## config.mk

```make
export PLATFORM = sky130hd
export DESIGN_NAME = wdog_bark_core
export DESIGN_NICKNAME = d
export VERILOG_FILES = /design/src/rtl/wdog_pkg.sv /design/src/rtl/wdog_count.sv /design/src/rtl/wdog_stage.sv /design/src/rtl/wdog_bark_core.sv
export SDC_FILE = /design/constraint.sdc
export NUM_CORES = 1
export LEC_CHECK = 0
export BUFFER_PORTS_ARGS = -buffer_cell sky130_fd_sc_hd__buf_2
export CAP_MARGIN = 10
export CELL_PAD_IN_SITES_DETAIL_PLACEMENT = 1
export CELL_PAD_IN_SITES_GLOBAL_PLACEMENT = 1
export CORE_ASPECT_RATIO = 0.9
export CORE_MARGIN = 2
export CORE_UTILIZATION = 44
export DETAILED_ROUTE_END_ITERATION = 12
export PLACE_DENSITY_LB_ADDON = 0.08
export SLEW_MARGIN = 20
export SYNTH_ARGS = -nofsm -noshare
export SYNTH_HDL_FRONTEND = slang
export SYNTH_SLANG_ARGS = --single-unit
```

## constraint.sdc

```tcl
create_clock -name clk_i -period 5.4 [get_ports clk_i]
set_clock_uncertainty 0.15 [all_clocks]
set_input_delay 1.08 -clock clk_i [delete_from_list [all_inputs] [get_ports clk_i]]
set_output_delay 1.08 -clock clk_i [all_outputs]
set_load 0.1 [all_outputs]
```

## src/rtl/wdog_pkg.sv

```systemverilog
`timescale 1ns/1ps
package wdog_pkg;
  // How a latched threshold stage may be cleared besides reset.
  typedef enum logic [0:0] {
    CLR_BY_ACK   = 1'b0,
    CLR_BY_RESET = 1'b1
  } stage_clr_e;
endpackage

```

## src/rtl/wdog_count.sv

```systemverilog
`timescale 1ns/1ps
module wdog_count #(
  parameter int CNT_W = 32
) (
  input  logic             clk_i,
  input  logic             rst_ni,
  input  logic             run_i,
  input  logic             pet_i,
  output logic [CNT_W-1:0] count_o
);
  localparam logic [CNT_W-1:0] CntMax = '1;

  logic at_max;
  assign at_max = (count_o == CntMax);

  always_ff @(posedge clk_i or negedge rst_ni) begin
    if (!rst_ni) begin
      count_o <= '0;
    end else if (pet_i) begin
      count_o <= '0;
    end else if (run_i && !at_max) begin
      count_o <= count_o + 1'b1;
    end
  end
endmodule

```

## src/rtl/wdog_stage.sv

```systemverilog
`timescale 1ns/1ps
module wdog_stage
  import wdog_pkg::*;
#(
  parameter int         CNT_W    = 32,
  parameter stage_clr_e CLR_MODE = CLR_BY_ACK
) (
  input  logic             clk_i,
  input  logic             rst_ni,
  input  logic             arm_i,
  input  logic [CNT_W-1:0] count_i,
  input  logic [CNT_W-1:0] thresh_i,
  input  logic             ack_i,
  output logic             flag_o
);
  logic hit;
  logic clr;

  assign hit = arm_i && (count_i >= thresh_i);

  generate
    if (CLR_MODE == CLR_BY_ACK) begin : g_ackable
      assign clr = ack_i;
    end else begin : g_latched
      assign clr = 1'b0 & ack_i;
    end
  endgenerate

  // A new hit outranks a clear in the same cycle.
  always_ff @(posedge clk_i or negedge rst_ni) begin
    if (!rst_ni) begin
      flag_o <= 1'b0;
    end else if (hit) begin
      flag_o <= 1'b1;
    end else if (clr) begin
      flag_o <= 1'b0;
    end
  end
endmodule

```

## src/rtl/wdog_bark_core.sv

```systemverilog
`timescale 1ns/1ps
module wdog_bark_core
  import wdog_pkg::*;
#(
  parameter int CNT_W = 32
) (
  input  logic             clk_i,
  input  logic             rst_ni,
  input  logic             enable_i,
  input  logic             pet_i,
  input  logic [CNT_W-1:0] bark_thresh_i,
  input  logic [CNT_W-1:0] bite_thresh_i,
  input  logic             wake_en_i,
  input  logic             bark_ack_i,
  output logic             bark_irq_o,
  output logic             bark_wake_o,
  output logic             bite_rst_o
);
  logic [CNT_W-1:0] cnt_q;

  wdog_count #(.CNT_W(CNT_W)) u_count (
    .clk_i   (clk_i),
    .rst_ni  (rst_ni),
    .run_i   (enable_i),
    .pet_i   (pet_i),
    .count_o (cnt_q)
  );

  wdog_stage #(.CNT_W(CNT_W), .CLR_MODE(CLR_BY_ACK)) u_bark (
    .clk_i    (clk_i),
    .rst_ni   (rst_ni),
    .arm_i    (enable_i),
    .count_i  (cnt_q),
    .thresh_i (bark_thresh_i),
    .ack_i    (bark_ack_i),
    .flag_o   (bark_irq_o)
  );

  wdog_stage #(.CNT_W(CNT_W), .CLR_MODE(CLR_BY_RESET)) u_bite (
    .clk_i    (clk_i),
    .rst_ni   (rst_ni),
    .arm_i    (enable_i),
    .count_i  (cnt_q),
    .thresh_i (bite_thresh_i),
    .ack_i    (1'b0),
    .flag_o   (bite_rst_o)
  );

  // Wakeup follows the latched bark, gated with no register in between.
  assign bark_wake_o = bark_irq_o & wake_en_i;
endmodule

```

# Yosys cells after proc, flatten, opt, wreduce, memory -nomap -nowiden
# Cells that the tools add are included.
# totals
out_inout_bits	3
reg_bits	34
# classes
eq_ne	1
n_mux	4
addsub	1
n_reduce_logical	6
order_cmp	2
bitwise	1
# ops
cell	count
$ge 32x32->1	2
$mux 32	2
$add 32x1->32 const B	1
$eq 32x32->1 const B	1
$reduce_bool 2->1	2
$logic_and 1x1->1	3
$mux 1	2
$and 1x1->1	1
$logic_not 1->1	1

# Logic depth before layout (Yosys ltp)
# logic_depth
word_depth	5
ltp_mapped	8
depth_no_buf	7

# By module
# A second synthesis with hierarchy kept.
# hier_totals
hier_cells	421
hier_area_um2	3514.6
# modules_own_cells
module	seq_area_each_um2	n_inst	area_each_um2	cells_per_inst
wdog_count	800.8	1	1843.0	191
wdog_stage (u_bite)	25.0	1	840.8	113
wdog_stage (u_bark)	25.0	1	820.8	115
wdog_bark_core	0.0	1	10.0	2

# Worst setup path before layout
# OpenSTA, ideal clock, no wires.
# synth_timing
path_type	input port to output port
start	in wake_en_i
end	out bark_wake_o
arrival_ns	1.814
required_time_ns	4.170
path_buffers	0
path_stages	1
setup_slack_ns	2.356
path_cell_list	and2_1
# synth_between
elab_chain_len	1
# synth_rtl
item	line_no	rtl
start, declared	wdog_bark_core.sv:13	input logic wake_en_i,
$and 1x1->1	wdog_bark_core.sv:50	assign bark_wake_o = bark_irq_o & wake_en_i;
end, declared	wdog_bark_core.sv:16	output logic bark_wake_o,
# Every way passes these cells.

# Final worst setup path
# layout_timing
start	in enable_i
end	reg u_count.count_o[31]
# layout_between
elab_chain_len	2
# layout_rtl
item	line_no	rtl
start, declared	wdog_bark_core.sv:9	input logic enable_i,
$logic_and 1x1->1	wdog_count.sv:21	end else if (run_i && !at_max) begin
$reduce_bool 2->1 (no source line)	-	
end signal, assigned	wdog_count.sv:22	count_o <= count_o + 1'b1;
end, declared	wdog_count.sv:9	output logic [CNT_W-1:0] count_o
# Every way passes these cells.
# A chain may end at the register's enable or synchronous reset.

==> results by group <==
Outcome
  – Status: complete, no violations

Timing
  – Unrepaired setup endpoints after global routing: false
  – Final hold slack: slightly above 0.5 ns
  – Rel. slew slack: 45.0%
  – Max Clk Rate: 325 MHz
  – Final min period: 3.08 ns
  – Final Max Slew Viols: 0
  – Final setup fails: 0
  – Worst slew pin tran: between 0.8 and 0.9 ns
  – Crit share post-route: a little under three fifths
  – Post-Route Setup TNS: 0 ns
  – Final hold viol count: 0

Job
  – Maxcap violations: 0

Synthesis
  – Synth unique cells: 47
  – Ys flop type: dfrtp_1
  – Post-synth EDFFs: 0
  – Synth Area in Compound Gates: between 10% and 20%
  – Syn_area_per_cell: 7.95 um2
  – Post-Synth Simple-Gate Area: 24.0%
  – Sequential share of the synthesized area: about a quarter
  – Mapped Area: between 3000 and 4000 um2
  – Syn Inst Count: 442
  – Post-synthesis mux area share: 2.85%
  – XOR/XNOR share of the synthesized area: 0.747%
  – Yosys warns: 0
  – Synth Area in Adders: between 20% and 30%
  – Synthesized flop and latch total: 34
  – Syn Nets: approximately 580
  – Largest family of logic cells by synthesized area: simple AND/OR/NAND/NOR gates
  – Async SR Flop Fraction: 100%

Detailed routing
  – Vias/cell: 5.73
  – WL/cell: ~16 um
  – Routed Antenna Nets: 0
  – Total routed wirelength: just under 10 mm
  – DRC viols: 0
  – DR iter-0 viols: 130
  – Via count: roughly 3500
  – Detailed Routing Iterations Pass 1: 4

Pwr
  – Pwr Density: about 130 nW/um2
  – Pwr Total: about 0.53 mW
  – Static leakage: 2.13 nW
  – VDD IR max: roughly 90 uV

Worst setup path
  – Worst path slowest cell: nand4_1
  – CP most frequent cell: nand4_1
  – CP endpoint: u_count.count_o[31]
  – WS Path Type: in2reg
  – Critical-path maximum fanout: 18
  – FF-to-FF setup slack: roughly 2.6 ns
  – Crit. Startpoint: enable_i
  – R2R depth: 6
  – CP Data Arrival Time: 3.13 ns
  – Capturing point of the worst reg2reg path: u_count.count_o[17]
  – Critical Path, Cell by Cell: buf_2 -> nand4_1 -> nor3_1 -> nand4_1 -> or3_1 -> a21oi_1
  – Worst R2R Start: u_count.count_o[3]
  – Critical path data required time: 5.45 ns
  – CP Capture Type: flop
  – Slowest stage delay, CP: about 0.64 ns
  – Startpoint Class: input port

Placement
  – RD Place Congestion: approximately 0.84
  – Dpl hpwl: between 7 and 8 mm
  – IO buf count: a little over 70

GRT
  – Vias in the first global route: 3590
  – Total track usage: roughly a quarter
  – Initial antenna violation count: 0
  – First-pass GRT wire length: about 17 mm
  – Largest net degree at the start of global routing: 41
  – Remaining global-route overflow: 0

Clock network
  – CTS Buf Count: 5
  – Post-CTS setup buffers: 0
  – # H-tree levels: 2
  – Post-CTS sizing: 0
  – CTS clk-pin slew, worst paths: 0.07 ns
  – CTS tree: done
  – Cts hold-fix bufs: 0
  – Clk sinks: 34
  – CTS Buffer Depth: 2
  – Clock latency at the later pin of the worst-skew pair: around 0.28 ns
  – Clock root buffer: clkbuf_8

Finish
  – Inserted Diodes: 0
  – Multi-input gate area: approximately 2300 um2
  – Layout cells sized above 1: 18.2%
  – Seq. cell area: approximately 850 um2
  – Nets: about 650
  – Fill count: slightly below 1000
  – Area grow syn2layout: 14.7%

Die
  – CORE AREA: ~7700 um2
  – Rows: 30
  – Die Height: a little under 90 um
  – Die Wd: 98.2 um
  – I/O pins: 73
  – Initial Utilization: a little under half
  – Total die area: 8720 um2

Worst hold path
  – Hold Crit Class: reg2reg
==> worst min path at each step <==
stage                          endpoint                start  depth (start not counted)
floorplan           u_count.count_o[22]  u_count.count_o[22]                          2
global placement     u_count.count_o[8]   u_count.count_o[8]                          2
detailed placement  u_count.count_o[22]  u_count.count_o[22]                          2
CTS                 u_count.count_o[22]  u_count.count_o[22]                          2
global route         u_count.count_o[9]   u_count.count_o[9]                          2
finish              u_count.count_o[22]  u_count.count_o[22]                          2
==> final cells by class <==
type                            instances  share of cell area [%]
Sequential cell                        34                    21.1
Multi-Input combinational cell        323                    57.9
Clock buffer                            7                    1.89
Timing Repair Buffer                   73                    9.31
Tap cell                               96                    2.98
Inverter                               73                    6.80
==> power by group <==
part / leakage [nW] / switching (mW) / internal, mW
sequential: 0.473 / 0.00204 / 0.256
clock: 0.0383 / 0.0912 / 0.0889
combinational: 1.61 / 0.0491 / 0.0392
==> logic make-up (layout without fill, tap and decap cells) <==
kind of cell / after synthesis / count (layout)
xor+xnor: 3 / 3
flops: 34 / 34
simple gates: 153 / 153
compound gates: 93 / 93
mux: 9 / 9
buf+inv: 85 / 153
fa+ha+maj: 65 / 65
==> flip-flops by register name (all words and copies together) (netlist names) <==
signal and count:
u_bark.flag_o 1, u_bite.flag_o 1, u_count.count_o 32
==> critical path, delay by kind of cell <==
family	cells	cell delay, ns
buf+inv	1	0.21
compound gates	1	0.16
simple gates	4	1.66
==> cell usage after synthesis (4+ instances only) <==
cell / instances / area share (%)
clkbuf_1: 8 / 0.85
o21ai_0: 21 / 3.0
or3_1: 7 / 1.2
a211oi_1: 5 / 1.1
nand3_1: 18 / 2.6
ha_1: 65 / 23
nor3_1: 12 / 1.7
nor2b_1: 4 / 0.71
mux2_2: 8 / 2.6
a21oi_1: 41 / 5.8
nand4_1: 17 / 3.0
inv_1: 73 / 7.8
or4_1: 13 / 2.8
dfrtp_1: 34 / 24
nor2_1: 32 / 3.4
nand2_1: 26 / 2.8
o31ai_1: 15 / 3.2
==> cell usage in the layout, fill, tap and decap left out, types with 2 or more instances in the layout <==
master and n:
buf_2 72, or4_1 13, nor3b_1 3, nand3_1 18, nor4_1 3, mux2_2 8, clkbuf_1 2, nor3_1 12
nor2_1 32, clkbuf_8 5, o21ai_0 21, xnor2_1 2, dfrtp_1 34, or3_1 7, a21o_1 2, o31ai_1 15
a221o_1 2, and4_1 3, ha_1 65, inv_1 73, and3_1 3, nand4_1 17, nor2b_1 4, nand2_1 26
a21oi_1 41, a211oi_1 5, nand2b_1 2
==> per-layer routing <==
layer | share of wire [%] | up-vias | GRT usage, %
li1 | - | 1720 | -
met4 | 0.50 | 0 | 2.99
met1 | 48 | 1691 | 31.4
met3 | 3.0 | 6 | 3.40
met2 | 49 | 53 | 43.0
met5 | 0 | - | 0
==> stage by stage <==
| stage | instance area [um2] | util [%] | worst slack, ns | std cells |
|---|---|---|---|---|
| final | 4030 | 52.6 | 2.32 | 606 |
| after global routing | 4030 | 52.6 | 2.03 | 606 |
| after CTS | 4020 | 52.5 | 2.27 | 605 |
| after detailed placement | 3940 | 51.5 | 2.00 | 598 |
| after global placement | 3940 | 51.5 | 2.22 | 598 |
| after floorplan | 3520 | - | 2.36 | 442 |
(Power assumes the default switching activity.)
